$ cat config.mk
export PLATFORM = sky130hd
export DESIGN_NAME = dual_clksel_sequencer
export DESIGN_NICKNAME = d
export VERILOG_FILES = /design/src/rtl/clksel_pkg.sv /design/src/rtl/clksel_step_plan.sv /design/src/rtl/clksel_hold_timer.sv /design/src/rtl/dual_clksel_sequencer.sv
export SDC_FILE = /design/constraint.sdc
export NUM_CORES = 1
export LEC_CHECK = 0
export ABC_CLOCK_PERIOD_IN_PS = 7000
export BUFFER_PORTS_ARGS = -buffer_cell sky130_fd_sc_hd__buf_4
export CORE_ASPECT_RATIO = 1.5
export CORE_MARGIN = 10
export CORE_UTILIZATION = 60
export CTS_BUF_LIST = sky130_fd_sc_hd__clkbuf_2
export DETAILED_ROUTE_END_ITERATION = 8
export PLACE_DENSITY = 0.9
export SLEW_MARGIN = 10
export SYNTH_ARGS = -nofsm -noshare
export SYNTH_HDL_FRONTEND = slang
export SYNTH_HIERARCHICAL = 1
export SYNTH_SLANG_ARGS = --single-unit
$ cat constraint.sdc
create_clock -name clk -period 7 [get_ports clk]
set_clock_uncertainty 0.15 [all_clocks]
set_input_delay 0.35 -clock clk [delete_from_list [all_inputs] [get_ports clk]]
set_output_delay 0.35 -clock clk [all_outputs]
set_load 0.1 [all_outputs]
$ cat src/rtl/clksel_pkg.sv
package clksel_pkg;
  localparam int SEL_W = 3;
  localparam logic [SEL_W-1:0] CODE_RESET   = 3'd3;
  localparam logic [SEL_W-1:0] CODE_SHARED  = 3'd2;
  localparam logic [SEL_W-1:0] CODE_LAST_OK = 3'd4;
  localparam logic [SEL_W-1:0] GROUP_MASK   = 3'b100;
  localparam int N_WRITES = 3;

  typedef enum logic [2:0] {
    ST_IDLE,
    ST_GATE,
    ST_STEP,
    ST_UNGATE,
    ST_FIN
  } seq_state_t;
endpackage

$ cat src/rtl/clksel_step_plan.sv
module clksel_step_plan
  import clksel_pkg::*;
(
  input  logic [SEL_W-1:0] cur,
  input  logic [SEL_W-1:0] req,
  input  logic             shared_busy,
  output logic [SEL_W-1:0] step1,
  output logic [SEL_W-1:0] step2,
  output logic [SEL_W-1:0] step3,
  output logic             change,
  output logic             skip,
  output logic             err,
  output logic             warn
);
  logic same, bad_code, shared_hit;

  always_comb begin
    same       = (cur == req);
    bad_code   = (req > CODE_LAST_OK);
    shared_hit = shared_busy && ((cur == CODE_SHARED) || (req == CODE_SHARED));
    skip       = same;
    err        = !same && (bad_code || shared_hit);
    change     = !same && !err;
    warn       = (cur != CODE_RESET);
    // park low group, retarget low bits there, then return
    step1 = change ? (cur | GROUP_MASK) : cur;
    step2 = change ? (req | GROUP_MASK) : cur;
    step3 = change ? req : cur;
  end
endmodule

$ cat src/rtl/clksel_hold_timer.sv
module clksel_hold_timer #(
  parameter int W = 8
) (
  input  logic         clk,
  input  logic         rst_n,
  input  logic         load,
  input  logic [W-1:0] load_val,
  output logic         expired
);
  logic [W-1:0] cnt_q;

  always_ff @(posedge clk) begin
    if (!rst_n) begin
      cnt_q <= '0;
    end else if (load) begin
      cnt_q <= load_val;
    end else if (cnt_q != '0) begin
      cnt_q <= cnt_q - 1'b1;
    end
  end

  assign expired = (cnt_q == '0);

  assert_reload_wins_R11: assert property (@(posedge clk) disable iff (!rst_n)
    load |=> (cnt_q == $past(load_val)));
endmodule

$ cat src/rtl/dual_clksel_sequencer.sv
module dual_clksel_sequencer
  import clksel_pkg::*;
#(
  parameter int NCH    = 2,
  parameter int HOLD_W = 8
) (
  input  logic                  clk,
  input  logic                  rst_n,
  input  logic                  start,
  input  logic [NCH*SEL_W-1:0]  req_sel,
  input  logic                  mem_on_shared,
  input  logic [HOLD_W-1:0]     hold_cycles,
  input  logic                  gate_ack,
  output logic [NCH*SEL_W-1:0]  sel_out,
  output logic                  sel_wr,
  output logic                  gate_req,
  output logic                  busy,
  output logic                  done,
  output logic [NCH-1:0]        skipped,
  output logic [NCH-1:0]        refused,
  output logic [NCH-1:0]        warn_moved
);
  localparam int FW = NCH * SEL_W;
  localparam logic [1:0] LAST_STEP = 2'(N_WRITES);

  seq_state_t state_q;
  logic [FW-1:0] sel_q, s1_w, s2_w, s3_w, s1_q, s2_q, s3_q, next_code;
  logic [NCH-1:0] chg_w, skip_w, err_w, warn_w, skip_q, err_q, warn_q;
  logic [HOLD_W-1:0] hold_q;
  logic [1:0] step_q;
  logic wr_q, done_q, tmr_load, tmr_exp;

  for (genvar c = 0; c < NCH; c++) begin : g_ch
    localparam int LSB = c * SEL_W;
    clksel_step_plan u_plan (
      .cur         (sel_q[LSB +: SEL_W]),
      .req         (req_sel[LSB +: SEL_W]),
      .shared_busy (mem_on_shared),
      .step1       (s1_w[LSB +: SEL_W]),
      .step2       (s2_w[LSB +: SEL_W]),
      .step3       (s3_w[LSB +: SEL_W]),
      .change      (chg_w[c]),
      .skip        (skip_w[c]),
      .err         (err_w[c]),
      .warn        (warn_w[c])
    );

    // low bits move only while parked in the lower group
    assert_park_bottom_R5: assert property (@(posedge clk) disable iff (!rst_n)
      (sel_q[LSB +: 2] != $past(sel_q[LSB +: 2])) |->
        (sel_q[LSB + 2] && $past(sel_q[LSB + 2])));
    assert_skip_hold_R2: assert property (@(posedge clk) disable iff (!rst_n)
      ((state_q != ST_IDLE) && skip_q[c]) |=> $stable(sel_q[LSB +: SEL_W]));
    assert_refuse_hold_R8: assert property (@(posedge clk) disable iff (!rst_n)
      ((state_q != ST_IDLE) && err_q[c]) |=> $stable(sel_q[LSB +: SEL_W]));
  end

  clksel_hold_timer #(.W(HOLD_W)) u_hold (
    .clk      (clk),
    .rst_n    (rst_n),
    .load     (tmr_load),
    .load_val (hold_q),
    .expired  (tmr_exp)
  );

  always_comb begin
    tmr_load = 1'b0;
    if (state_q == ST_GATE && gate_ack) tmr_load = 1'b1;
    if (state_q == ST_STEP && tmr_exp && step_q != LAST_STEP) tmr_load = 1'b1;
    if (state_q == ST_GATE)   next_code = s1_q;
    else if (step_q == 2'd1)  next_code = s2_q;
    else                      next_code = s3_q;
  end

  always_ff @(posedge clk) begin
    if (!rst_n) begin
      state_q <= ST_IDLE;
      sel_q   <= {NCH{CODE_RESET}};
      s1_q    <= '0;
      s2_q    <= '0;
      s3_q    <= '0;
      skip_q  <= '0;
      err_q   <= '0;
      warn_q  <= '0;
      hold_q  <= '0;
      step_q  <= '0;
      wr_q    <= 1'b0;
      done_q  <= 1'b0;
    end else begin
      wr_q   <= 1'b0;
      done_q <= 1'b0;
      unique case (state_q)
        ST_IDLE: if (start) begin
          s1_q    <= s1_w;
          s2_q    <= s2_w;
          s3_q    <= s3_w;
          skip_q  <= skip_w;
          err_q   <= err_w;
          warn_q  <= warn_w;
          hold_q  <= hold_cycles;
          step_q  <= '0;
          state_q <= (|chg_w) ? ST_GATE : ST_FIN;
        end
        ST_GATE: if (gate_ack) begin
          sel_q   <= next_code;
          wr_q    <= 1'b1;
          step_q  <= 2'd1;
          state_q <= ST_STEP;
        end
        ST_STEP: if (tmr_exp) begin
          if (step_q == LAST_STEP) begin
            state_q <= ST_UNGATE;
          end else begin
            sel_q  <= next_code;
            wr_q   <= 1'b1;
            step_q <= step_q + 2'd1;
          end
        end
        ST_UNGATE: if (!gate_ack) state_q <= ST_FIN;
        ST_FIN: begin
          done_q  <= 1'b1;
          state_q <= ST_IDLE;
        end
        default: state_q <= ST_IDLE;
      endcase
    end
  end

  assign sel_out    = sel_q;
  assign sel_wr     = wr_q;
  assign gate_req   = (state_q == ST_GATE) || (state_q == ST_STEP);
  assign busy       = (state_q != ST_IDLE);
  assign done       = done_q;
  assign skipped    = skip_q;
  assign refused    = err_q;
  assign warn_moved = warn_q;

  assert_write_gated_R6: assert property (@(posedge clk) disable iff (!rst_n)
    wr_q |-> (gate_req && $past(gate_ack)));
  assert_idle_quiet_R7: assert property (@(posedge clk) disable iff (!rst_n)
    !busy |=> $stable(sel_q));
  assert_done_single_R12: assert property (@(posedge clk) disable iff (!rst_n)
    done_q |=> !done_q);
  assert_done_idle_R12: assert property (@(posedge clk) disable iff (!rst_n)
    done_q |-> !busy);
endmodule

# [Word level (Yosys, flattened, before mapping)]
# Index checks and enable logic that the tools add are counted.
[classes] n_addsub=2 multipliers=0 div=0 n_lt_le_gt_ge=2 eq_ne=21 shifts=0 muxes=33 n_bitwise=0 n_reduce_logical=30
[ops] operator="3-bit 2-to-1 mux" count=12
[ops] operator="6-bit 2-to-1 mux" count=5
[ops] operator="3-bit by 2-bit == test with 1-bit output, second input constant" count=6
[ops] operator="8-bit 2-to-1 mux" count=2
[ops] operator="2-bit != test, second input constant" count=6
[ops] operator="3-bit case mux with 4 select lines" count=1
[ops] operator="6-bit case mux with 2 select lines" count=1
[ops] operator="5-bit AND reduction" count=2
[ops] operator="1-bit logical AND" count=9
[ops] operator="8-bit logical NOT" count=1
[ops] operator="2-bit 2-to-1 mux" count=4
[ops] operator="8-bit nonzero test" count=1
[ops] operator="8-bit by 1-bit subtractor with 8-bit output, second input constant" count=1
[ops] operator="3-bit == test" count=2
[ops] operator="3-bit greater-than comparator, second input constant" count=2
[ops] operator="1-bit 2-to-1 mux" count=6
[ops] operator="3-bit by 2-bit != test with 1-bit output, second input constant" count=2
[ops] operator="2-bit case mux with 3 select lines" count=1
[ops] operator="3-bit nonzero test" count=2
[ops] operator="1-bit logical OR" count=5
[ops] operator="1-bit logical NOT" count=4
[ops] operator="4-bit AND reduction" count=1
[ops] operator="2-bit nonzero test" count=2
[ops] operator="3-bit by 1-bit == test with 1-bit output, second input constant" count=1
[ops] operator="other kinds (9)" count=9
[totals] ff_bits=53 latchBits=0 ram_bits=0 rom_bits=0 input_bits=19 output_inout_bits=16 wordCells=101 mem_count=0

# [Depth between registers and ports, before layout]
# Gate-level depths: netlist (run 1).
[depth] ltp_word=11 depth_mapped=12 ltp_nobuf=9

# [Cells and area by module]
# The synthesis (run 1) kept the hierarchy.
[modules_own_cells] module="dual_clksel_sequencer" n_inst=1 cells_each=230 area_per_inst_um2=1968.1 seq_area_each_um2=900.9
[modules_own_cells] module="clksel_hold_timer" n_inst=1 cells_each=51 area_per_inst_um2=457.9 seq_area_each_um2=160.2
[modules_own_cells] module="clksel_step_plan" n_inst=2 cells_each=28 area_per_inst_um2=198.9 seq_area_each_um2=0.0

# [Worst setup path before layout (run 1)]
# OpenSTA, ideal clock, no wires.
[synth_path] path_type="register -> register" start="register state_q[0]" end="register wr_q (netlist: sel_wr)" setup_ps=68 arrival_ps=2446 required_ps=6782 slack_ps=4336 stages_incl_launch_ff=5 path_buffers=1 synth_period_minus_slack_ps=2664 cell_sequence="dfxtp_1 > buf_2 > nand2b_1 > a21oi_1 > and3_1"
[synth_via] elab_chain_cells=2 word_cells_on_any_way=3 cone_classes="eq/ne (2); mux (1)"
[synth_rtl] item="start: declaration" line_no="dual_clksel_sequencer.sv:26" rtl="seq_state_t state_q;"
[synth_rtl] item="start signal: assignment" line_no="dual_clksel_sequencer.sv:102" rtl="state_q <= (|chg_w) ? ST_GATE : ST_FIN;"
[synth_rtl] item="3-bit by 2-bit == test with 1-bit output or 3-bit by 1-bit == test with 1-bit output (tied branches)" line_no="dual_clksel_sequencer.sv:92" rtl="unique case (state_q)"
[synth_rtl] item="1-bit case mux with 2 select lines (*)" line_no="dual_clksel_sequencer.sv:92"
[synth_rtl] item="end signal: assignment" line_no="dual_clksel_sequencer.sv:87" rtl="wr_q <= 1'b0;"
[synth_rtl] item="end signal: assignment" line_no="dual_clksel_sequencer.sv:90" rtl="wr_q <= 1'b0;"
[synth_rtl] item="end signal: assignment" line_no="dual_clksel_sequencer.sv:106" rtl="wr_q <= 1'b1;"
[synth_rtl] item="end: declaration" line_no="dual_clksel_sequencer.sv:31" rtl="logic wr_q, done_q, tmr_load, tmr_exp;"
# Mark *: on every way between the ends. The rest lies on a longest branch, timed or not.
# A chain may end at the register's enable or synchronous reset.

# [Final worst setup path (run 1)]
[layout_path] start="register u_hold.cnt_q[3]" end="register u_hold.cnt_q[1]"
[layout_via] elab_chain_cells=5 word_cells_on_any_way=7 cone_classes="mux (2); reduce/logical (5)"
[layout_rtl] item="start: declaration" line_no="clksel_hold_timer.sv:10" rtl="logic [W-1:0] cnt_q;"
[layout_rtl] item="start signal: assignment" line_no="clksel_hold_timer.sv:16" rtl="cnt_q <= load_val;"
[layout_rtl] item="start signal: assignment" line_no="clksel_hold_timer.sv:18" rtl="cnt_q <= cnt_q - 1'b1;"
[layout_rtl] item="8-bit logical NOT (*)" line_no="clksel_hold_timer.sv:22" rtl="assign expired = (cnt_q == '0);"
[layout_rtl] item="named net tmr_exp" line_no="dual_clksel_sequencer.sv:31"
[layout_rtl] item="1-bit logical AND (*) (2 in a row)" line_no="dual_clksel_sequencer.sv:69" rtl="if (state_q == ST_STEP && tmr_exp && step_q != LAST_STEP) tmr_load = 1'b1;"
[layout_rtl] item="1-bit 2-to-1 mux (*)" line_no="dual_clksel_sequencer.sv:69"
[layout_rtl] item="named net tmr_load" line_no="dual_clksel_sequencer.sv:31"
[layout_rtl] item="8-bit 2-to-1 mux or 2-bit nonzero test (tied branches)"
# Mark *: on every way through the listed nets, which the timed path passes. The rest lies on a longest branch.

==> results of run 1 <==
-- worst max-delay path, stage by stage, from the launching register on --
cell and delay, ns:
dfxtp_1 0.43, nor4_4 0.35, and4bb_1 0.49, nand4bb_1 0.37, a21o_1 0.36, inv_1 0.23, inv_1 0.21, o21ai_0 0.25
a311oi_2 0.05
-- path summary, 6_finish.rpt --
kind | startpoint | end | slack, ns | cells past startpoint
worst max-delay path | u_hold/cnt_q[3] | u_hold/cnt_q[1] | 4.02 | 8
worst min register to register | hold_q[6] | hold_q[6] | 0.32 | 2
worst min-delay path | gate_ack | state_q[1] | 0.02 | 3
worst max register to register | u_hold/cnt_q[3] | u_hold/cnt_q[1] | 4.02 | 8
-- area by class of cell --
type                            instances  share of cell area (%)
Multi-Input combinational cell        241                   49.19
Tap cell                               64                   2.595
Clock buffer                            5                  0.8110
Timing Repair Buffer                   43                   11.11
Sequential cell                        53                   34.39
Inverter                               11                   1.338
Clock inverter                          3                  0.5677
-- cells in the final DEF, fill, tap and decap left out, types with 2 or more instances in the layout --
cell	netlist	final
nor4b_1	2	2
inv_1	11	11
nor3_2	2	2
o211ai_1	9	9
o21bai_1	2	2
clkinv_2	0	2
nand2_1	73	73
o22a_1	3	3
xnor2_1	3	3
mux2_2	6	6
clkbuf_2	0	5
or3_1	3	3
a21oi_1	52	52
nor2_1	5	5
xor2_1	8	8
nor3_1	5	5
nor3b_2	3	3
dlygate4sd3_1	0	8
o21ai_4	2	2
o21ai_0	6	6
o31ai_1	4	4
nand4bb_1	2	2
dfxtp_1	53	53
o221ai_1	4	4
nand3b_1	3	3
mux2i_1	8	8
ha_1	3	3
nand3_1	6	6
nor2b_1	2	2
buf_4	10	35
nand2b_1	7	7
-- stage by stage --
| stage | hold slack, ns | area, um^2 | utilization [%] | instances |
|---|---|---|---|---|
| after floorplan | 0.2812 | 2824 | - | 337 |
| after global placement | 0.2890 | 2963 | 65.23 | 404 |
| after detailed placement | 0.2914 | 2963 | 65.23 | 404 |
| after CTS | 0.01605 | 3085 | 67.93 | 420 |
| after global routing | 0.009619 | 3085 | 67.93 | 420 |
| final | 0.02358 | 3085 | 67.93 | 420 |
-- metal layers --
metal / vias up / share of wire [%]
met5: - / 0
met4: 0 / 2.4
met3: 12 / 4.1
met2: 57 / 54
met1: 1111 / 40
li1: 1194 / -
-- logic make-up (layout without fill, tap and decap cells) --
kind of cell	after synthesis	count (layout)	share of synthesized area, %
XOR/XNOR	11	11	3.412
multiplexers	14	14	5.228
adder cells (fa/ha/maj)	3	3	1.329
buffers and inverters	43	62	8.994
AND/OR/NAND/NOR	124	124	23.57
flip-flops	53	53	37.57
AO/OA/AOI/OAI	89	89	19.89
-- where the power goes --
group	internal, mW	switching (mW)
sequential	0.353	0.0593
combinational	0.152	0.260
clock	0.0234	0.0986
total	0.528	0.418
-- sequential cells by signal (all words and copies together), names as in the netlist --
signal / flops
done: 1
hold_q: 8
refused: 2
s1_q: 6
s2_q: 6
s3_q: 6
sel_out: 6
sel_wr: 1
skipped: 2
state_q: 3
step_q: 2
u_hold/cnt_q: 8
warn_moved: 2
==> results by group, run 1 <==
Status
  • Status: finished clean

Place
  • I/O Buffers: 34
  • Setup WS pre-CTS: 4.086 ns
  • Final Wtd Congestion: 0.8033
  • DP HPWL: 4.509 mm

Pwr
  • Power density over the cells: 306.6 mW/mm^2
  • Lkg Pwr: 1.231 nW
  • Total power: 0.9461 mW
  • Peak supply drop: 0.0001516 V

Global routing
  • Met1 usage: 16.68%
  • Vias in the first global route: 2,294
  • Met3 Usage GRT: 3.374%
  • Grt met2 use: 27.55%
  • GRT Util Overall: 15.49%
  • Largest net degree at the start of global routing: 34
  • GR peak layer: met2
  • GRT overflow: 0
  • Initial antenna violation count: 0
  • First-pass GRT wire length: 10.52 mm

Floorplanning
  • Die H: 104.0 um
  • Rows: 30
  • Die area: 0.007907 mm^2
  • Starting Density: 62.18%
  • Chip width: 76.02 um
  • Core area: 0.004542 mm^2
  • I/O pins: 35

Drt
  • Residual DRC: 0
  • Routed wire length: 6.378 mm
  • DRC violation total after the first TritonRoute iteration: 188
  • Vias: 2,374
  • Drt via density: 5.652
  • Wirelength per Cell: 15.19 um
  • DRT antenna net count: 0
  • DRT Pass-1 Iters: 4

Clock network
  • Worst-Skew Late Latency: 0.43 ns
  • CTS Buf Count: 5
  • Hold buffers post-CTS: 8
  • Post_cts resized: 0
  • Max H-tree Level: 2
  • Reg clk slew, reported paths: 0.27 ns
  • Post-CTS setup buffers: 0
  • CTS max path bufs: 2
  • CTS tree: done
  • CTS Sinks: 53
  • Clock root cell: clkbuf_2

Logic synthesis
  • Dominant cell type by area after synthesis: dfxtp_1
  • Syn Area/Cell: 8.380 um^2
  • Cells after Synth: 337
  • Top FF cell, synth: dfxtp_1
  • Most area-consuming cells after synthesis: dfxtp_1, nand2_1, a21oi_1, mux2i_1, buf_4
  • Post-synth top cells: nand2_1, dfxtp_1, a21oi_1, inv_1, buf_4
  • Share of the synthesized area in the top cell type: 37.57%
  • Async S/R FF share, synth: 0%
  • Synthesized flop and latch total: 53
  • Syn_nets: 359
  • Count leader, synth: nand2_1
  • Unique masters post-synth: 49
  • Mapped Area: 0.002824 mm^2
  • Count of flip-flops with a built-in enable after synthesis: 0
  • Synth warn: 6
  • Sequential share of the synthesized area: 37.57%

Final layout
  • Final #Nets: 377
  • Share of cells above drive strength 1: 17.70%
  • Area Growth Syn to Fin: 9.260%
  • Multi-input logic area: 0.001518 mm^2
  • Ant. Diodes: 0
  • Fill cell count: 373
  • Register Area: 0.001061 mm^2

Timing
  • Setup WS post-layout: 4.020 ns
  • Fin crit period: 2.980 ns
  • Final setup viols: 0
  • Final clock period utilization by the worst path: 42.58%
  • Unrepaired setup endpoints after global routing: false
  • Slew headroom: 29.69%
  • Highest clock rate: 335.5 MHz
  • Total negative setup slack: 0 ns
  • Final Max Tran Viols: 0
  • Slew @ Worst Pin: 1.053 ns
  • Hold Vio Cnt, Final: 0

Flow run
  • Max cap viols: 0

Worst setup path
  • WP data arrival: 3.18 ns
  • Req. time, crit path: 7.20 ns
  • Worst Path Max Fanout: 10
  • Setup crit end kind: flip-flop
  • Setup CP Type: reg2reg
  • Startpoint Class: flip-flop

Hold path
  • Hold Path Class: in2reg
Note: power is estimated with default switching activity, not from simulation.
==> inputs of run 2 (changes only) <==
--- a/config.mk
+++ b/config.mk
@@ -5,14 +5,14 @@
 export SDC_FILE = /design/constraint.sdc
 export NUM_CORES = 1
 export LEC_CHECK = 0
-export ABC_CLOCK_PERIOD_IN_PS = 7000
+export ABC_CLOCK_PERIOD_IN_PS = 2520
 export BUFFER_PORTS_ARGS = -buffer_cell sky130_fd_sc_hd__buf_4
 export CORE_ASPECT_RATIO = 1.5
 export CORE_MARGIN = 10
-export CORE_UTILIZATION = 60
+export CORE_UTILIZATION = 54
 export CTS_BUF_LIST = sky130_fd_sc_hd__clkbuf_2
 export DETAILED_ROUTE_END_ITERATION = 8
-export PLACE_DENSITY = 0.9
+export PLACE_DENSITY = 0.86
 export SLEW_MARGIN = 10
 export SYNTH_ARGS = -nofsm -noshare
 export SYNTH_HDL_FRONTEND = slang
==> constraint.sdc (replaced) <==
create_clock -name clk -period 2.52 [get_ports clk]
set_clock_uncertainty 0.15 [all_clocks]
set_input_delay 0.126 -clock clk [delete_from_list [all_inputs] [get_ports clk]]
set_output_delay 0.126 -clock clk [all_outputs]
set_load 0.1 [all_outputs]
==> results by group, run 2 (synthesis results as in run 1) <==
Pwr
  • NetSw: 1.183 mW (was 0.4181 mW)
  • Peak supply drop: 0.0004699 V (was 0.0001516 V)
  • Seq pwr share: 39.6% (was 43.6%)
  • Power density over the cells: 834.6 mW/mm^2 (was 306.6 mW/mm^2)
  • Lkg Pwr: 1.358 nW (was 1.231 nW)
  • Comb pwr share: 44.3% (was 43.6%)
  • Int Power: 1.629 mW (was 0.5280 mW)
  • Switch share: 42.07% (was 44.19%)
  • Clock Power Share: 16.1% (was 12.9%)

Status
  • Status: finished clean (unchanged)

Drt
  • Vias: 2,449 (was 2,374)
  • Drt via density: 5.442 (was 5.652)
  • Residual DRC: 0 (unchanged)
  • Routed wire length: 6.636 mm (was 6.378 mm)
  • DRC violation total after the first TritonRoute iteration: 139 (was 188)
  • DRT Pass-1 Iters: 4 (unchanged)
  • Wirelength per Cell: 14.75 um (was 15.19 um)
  • DRT antenna net count: 0 (unchanged)

Global routing
  • Initial antenna violation count: 0 (unchanged)
  • GRT overflow: 0 (unchanged)
  • Vias in the first global route: 2,407 (was 2,294)
  • First-pass GRT wire length: 11.01 mm (was 10.52 mm)
  • GRT Util Overall: 15.48% (was 15.49%)
  • Met3 Usage GRT: 2.658% (was 3.374%)
  • GR peak layer: met2 (unchanged)
  • Largest net degree at the start of global routing: 33 (was 34)
  • Grt met2 use: 29.30% (was 27.55%)
  • Met1 usage: 16.02% (was 16.68%)

Worst setup path
  • R2r worst-path depth: 6 (was 8)
  • Setup crit end kind: flip-flop (unchanged)
  • WP data arrival: 2.65 ns (was 3.18 ns)
  • Req. time, crit path: 2.82 ns (was 7.20 ns)
  • Startpoint Class: flip-flop (unchanged)
  • Worst Path Max Fanout: 29 (was 10)
  • Reg-to-Reg Start: state_q[0] (was u_hold/cnt_q[3])
  • Setup CP Type: reg2reg (unchanged)
  • RR Endpoint: hold_q[2] (was u_hold/cnt_q[1])
  • Flop2flop setup slack: 0.16 ns (was 4.02 ns)

Clock network
  • Reg clk slew, reported paths: 0.28 ns (was 0.27 ns)
  • CTS max path bufs: 2 (unchanged)
  • Max H-tree Level: 2 (unchanged)
  • CTS tree: done (unchanged)
  • CTS Buf Count: 5 (unchanged)
  • CTS Sinks: 53 (unchanged)
  • Clock root cell: clkbuf_2 (unchanged)
  • Worst-Skew Late Latency: 0.47 ns (was 0.43 ns)

Place
  • I/O Buffers: 34 (unchanged)
  • Final Wtd Congestion: 0.7918 (was 0.8033)
  • DP HPWL: 4.537 mm (was 4.509 mm)

Timing
  • Slew headroom: 72.71% (was 29.69%)
  • Final clock period utilization by the worst path: 93.60% (was 42.58%)
  • Hold Vio Cnt, Final: 0 (unchanged)
  • Fin crit period: 2.359 ns (was 2.980 ns)
  • Slew @ Worst Pin: 0.4089 ns (was 1.053 ns)
  • Final Max Tran Viols: 0 (unchanged)
  • Highest clock rate: 424.0 MHz (was 335.5 MHz)
  • Total negative setup slack: 0 ns (unchanged)
  • Final setup viols: 0 (unchanged)
  • Hold slack final: 0.2851 ns (was 0.02358 ns)
  • Unrepaired setup endpoints after global routing: false (unchanged)

Floorplanning
  • Die area: 0.008582 mm^2 (was 0.007907 mm^2)
  • Chip width: 79.05 um (was 76.02 um)
  • Core area: 0.005125 mm^2 (was 0.004542 mm^2)
  • Starting Density: 55.10% (was 62.18%)
  • Rows: 32 (was 30)
  • Die H: 108.6 um (was 104.0 um)
  • I/O pins: 35 (unchanged)

Hold path
  • Hold_sp: hold_cycles[3] (was gate_ack)
  • Hold path depth: 4 (was 3)
  • Hold endpoint: hold_q[3] (was state_q[1])
  • Hold Path Class: in2reg (unchanged)

Final layout
  • Area Growth Syn to Fin: 19.32% (was 9.260%)
  • Commonest non-fill, non-tap cell in the layout: nand2_1 (unchanged)
  • Biggest registers after layout: hold_q: 8 flops, u_hold/cnt_q: 8 flops (unchanged)
  • Final #Nets: 403 (was 377)
  • Leading cell types in the layout, fill and taps excluded: nand2_1, dfxtp_1, a21oi_1 (unchanged)
  • Share of cells above drive strength 1: 19.11% (was 17.70%)
  • Ant. Diodes: 0 (unchanged)

Flow run
  • Max cap viols: 0 (unchanged)
run 2: cell type report:
type                            instances  area, um^2
Fill cell                             442        1755
Multi-Input combinational cell        241        1523
Sequential cell                        53        1061
Timing Repair Buffer                   69       588.1
Tap cell                               68       85.08
Clock inverter                          3       46.29
Inverter                               11       41.29
Clock buffer                            5       25.02
run 2: worst max-delay path, cell delays in order (launching register included):
cell           delay (ns)
dfxtp_1              0.46
buf_4                0.22
nor4b_4              0.35
buf_4                0.36
nand2_1              0.10
a21oi_1              0.13
dlygate4sd3_1        0.55
run 2: how the worst max path moves through the flow:
stage	start	slack, ns	to	depth (start not counted)
final	state_q[0]	0.16	hold_q[2]	6
after global routing	state_q[0]	0.04	hold_q[4]	6
after CTS	u_hold/cnt_q[3]	0.08	u_hold/cnt_q[1]	8
after detailed placement	u_hold/cnt_q[0]	0.05	u_hold/cnt_q[3]	9
after global placement	u_hold/cnt_q[0]	0.21	u_hold/cnt_q[5]	9
after floorplan	u_hold/cnt_q[3]	0.12	u_hold/cnt_q[1]	11
run 2: per-stage QoR:
stage / cells / total power [mW] / utilization [%] / setup slack (ns) / instance area [um^2]
2_1_floorplan: 337 / 2.129 / - / 0.1176 / 2828
3_3_place_gp: 414 / 2.275 / 58.86 / 0.2065 / 3017
3_5_place_dp: 414 / 2.317 / 58.86 / 0.04822 / 3017
4_1_cts: 450 / 2.809 / 65.75 / 0.07848 / 3369
5_1_grt: 450 / 2.983 / 65.75 / 0.03688 / 3369
6_report: 450 / 2.812 / 65.75 / 0.1613 / 3369
run 2: routing by layer:
metal  part of all wire, %  wire length (um)
met5                     0                 0
met3                   1.8               120
met2                    55              3634
met1                    41              2725
met4                   2.3               155
run 2: timing repair:
item                       CTS  global route
hold endpoints to repair    42             0
cloned                       0             0
setup buffers                0             0
resized for setup            1             2
setup endpoints to repair    1             8
hold buffers                28             0
pin swaps                    0             1
run 2: power groups by stage:
stage / Combinational, mW / Clock, mW / Sequential [mW]
global route: 1.35 / 0.494 / 1.13
floorplan: 0.867 / 0 / 1.26
global placement: 1.16 / 0 / 1.12
CTS: 1.24 / 0.456 / 1.11
detailed placement: 1.19 / 0 / 1.13
finish: 1.24 / 0.453 / 1.11
==> inputs of run 3 (changes only) <==
--- a/config.mk
+++ b/config.mk
@@ -8,7 +8,6 @@
 export ABC_CLOCK_PERIOD_IN_PS = 2520
 export BUFFER_PORTS_ARGS = -buffer_cell sky130_fd_sc_hd__buf_4
 export CORE_ASPECT_RATIO = 1.5
-export CORE_MARGIN = 10
 export CORE_UTILIZATION = 54
 export CTS_BUF_LIST = sky130_fd_sc_hd__clkbuf_2
 export DETAILED_ROUTE_END_ITERATION = 8
==> results by group, run 3 (synthesis results as in run 1) <==
Flow run
  • Max cap viols: 0 (unchanged)

Drt
  • DRC violation total after the first TritonRoute iteration: 69 (was 139)
  • Routed wire length: 6.442 mm (was 6.636 mm)
  • DRT antenna net count: 0 (unchanged)
  • Drt via density: 5.564 (was 5.442)
  • Wirelength per Cell: 14.32 um (was 14.75 um)
  • Residual DRC: 0 (unchanged)
  • DRT Pass-1 Iters: 4 (unchanged)
  • Vias: 2,504 (was 2,449)

Clock network
  • CTS max path bufs: 2 (unchanged)
  • Clock root cell: clkbuf_2 (unchanged)
  • CTS Buf Count: 5 (unchanged)
  • Max H-tree Level: 2 (unchanged)
  • Worst-Skew Late Latency: 0.46 ns (was 0.47 ns)
  • Reg clk slew, reported paths: 0.28 ns (about the same)
  • CTS tree: done (unchanged)
  • CTS Sinks: 53 (unchanged)

Floorplanning
  • I/O pins: 35 (unchanged)
  • Die H: 90.57 um (was 108.6 um)
  • Core area: 0.004926 mm^2 (was 0.005125 mm^2)
  • Rows: 31 (was 32)
  • Die area: 0.005529 mm^2 (was 0.008582 mm^2)
  • Chip width: 61.05 um (was 79.05 um)
  • Starting Density: 57.33% (was 55.10%)

Worst setup path
  • CP startpoint: state_q[2] (was state_q[0])
  • Crit path cell chain: or4b_4 -> nand2_1 -> a21oi_1 -> dlygate4sd3_1 (was buf_4 -> nor4b_4 -> buf_4 -> nand2_1 -> a21oi_1 -> dlygate4sd3_1)
  • CP max stage delay: 0.83 ns (was 0.55 ns)
  • CP max stage cell: or4b_4 (was dlygate4sd3_1)
  • WP data arrival: 2.66 ns (was 2.65 ns)
  • Top Family by Delay on Critical Path: simple AND/OR/NAND/NOR gates (was buffers and inverters)
  • Reg-to-Reg Start: state_q[2] (was state_q[0])
  • Worst path buffer plus inverter count: 1 (was 3)
  • Setup CP Type: reg2reg (unchanged)
  • Req. time, crit path: 2.77 ns (was 2.82 ns)
  • Startpoint Class: flip-flop (unchanged)
  • Setup crit end kind: flip-flop (unchanged)
  • Worst Path Max Fanout: 32 (was 29)

Place
  • Setup WS pre-CTS: 0.07021 ns (was 0.04822 ns)
  • I/O Buffers: 34 (unchanged)
  • Final Wtd Congestion: 0.8059 (was 0.7918)
  • Placed Area: 0.003007 mm^2 (was 0.003017 mm^2)
  • DP HPWL: 4.187 mm (was 4.537 mm)

Global routing
  • Largest net degree at the start of global routing: 33 (unchanged)
  • Vias in the first global route: 2,443 (was 2,407)
  • GRT Util Overall: 25.05% (was 15.48%)
  • First-pass GRT wire length: 10.61 mm (was 11.01 mm)
  • GRT overflow: 0 (unchanged)
  • Initial antenna violation count: 0 (unchanged)

Final layout
  • Design Area, Final: 0.003364 mm^2 (was 0.003369 mm^2)
  • Multi-input logic area: 0.001523 mm^2 (unchanged)
  • Ant. Diodes: 0 (unchanged)
  • Share of cells above drive strength 1: 19.01% (was 19.11%)
  • Leading cell types in the layout, fill and taps excluded: nand2_1, dfxtp_1, a21oi_1 (unchanged)
  • Register Area: 0.001062 mm^2 (was 0.001061 mm^2)
  • Area Growth Syn to Fin: 19.14% (was 19.32%)
  • Fill cell count: 389 (was 442)
  • Commonest non-fill, non-tap cell in the layout: nand2_1 (unchanged)
  • Final #Nets: 405 (was 403)
  • Biggest registers after layout: hold_q: 8 flops, u_hold/cnt_q: 8 flops (unchanged)

Pwr
  • Lkg Pwr: 1.377 nW (was 1.358 nW)
  • Peak supply drop: 0.0004529 V (was 0.0004699 V)
  • Power density over the cells: 814.2 mW/mm^2 (was 834.6 mW/mm^2)

Timing
  • Hold Vio Cnt, Final: 0 (unchanged)
  • Unrepaired setup endpoints after global routing: false (unchanged)
  • Highest clock rate: 413.7 MHz (was 424.0 MHz)
  • Setup WS post-layout: 0.1029 ns (was 0.1613 ns)
  • Final clock period utilization by the worst path: 95.92% (was 93.60%)
  • Final setup viols: 0 (unchanged)
  • Total negative setup slack: 0 ns (unchanged)
  • Fin crit period: 2.417 ns (was 2.359 ns)
  • Final Max Tran Viols: 0 (unchanged)
  • Slew @ Worst Pin: 0.7186 ns (was 0.4089 ns)
  • Slew headroom: 52.03% (was 72.71%)

Hold path
  • Hold Path Class: in2reg (unchanged)
  • Hold_sp: hold_cycles[7] (was hold_cycles[3])

Status
  • Status: finished clean (unchanged)
## run 3: per-stage QoR
stage / util [%] / cells / total power [mW] / hold slack, ns
after CTS: 68.10 / 449 / 2.710 / 0.2978
final: 68.30 / 450 / 2.739 / 0.3195
after floorplan: - / 337 / 2.129 / 0.1120
after global placement: 61.04 / 411 / 2.273 / 0.2313
after detailed placement: 61.04 / 411 / 2.318 / 0.2396
after global routing: 68.30 / 450 / 2.914 / 0.2406
## run 3: area by class of cell
| class | count | area share [%] |
|---|---|---|
| Clock buffer | 5 | 0.7438 |
| Clock inverter | 3 | 0.6694 |
| Inverter | 11 | 1.227 |
| Multi-Input combinational cell | 241 | 45.26 |
| Sequential cell | 53 | 31.57 |
| Tap cell | 66 | 2.454 |
| Timing Repair Buffer | 71 | 18.07 |
## run 3: path summary, 6_finish.rpt
path         cells past startpoint        end  slack [ns]
min                              4  hold_q[7]        0.32
max reg2reg                      4  hold_q[6]        0.10
min reg2reg                      2    s2_q[1]        0.32
max                              4  hold_q[6]        0.10
## run 3: where the power goes
group	total (mW)	switching [mW]	internal (mW)
logic	1.27	0.772	0.494
clock network	0.356	0.285	0.0713
registers	1.12	0.135	0.982
## run 3: per-layer routing
metal	global-route usage, %	vias up	part of all wire (%)
met4	13.07	0	1.6
met1	27.52	1191	41
met3	4.871	12	3.1
met5	0	-	0
met2	43.12	48	54
li1	-	1253	-
## run 3: what timing repair did
item | 4_1_cts | 5_1_grt
hold endpoints to repair | 42 | 0
hold buffers | 30 | 0
resized for setup | 0 | 4
endpoints found under the setup margin | 0 | 8
buffers inserted | 0 | 1
## run 3: worst reg2reg max path: stages, from the launching register on
cell and delay [ns]:
dfxtp_1 0.60, or4b_4 0.83, nand2_1 0.15, a21oi_1 0.08
dlygate4sd3_1 0.56
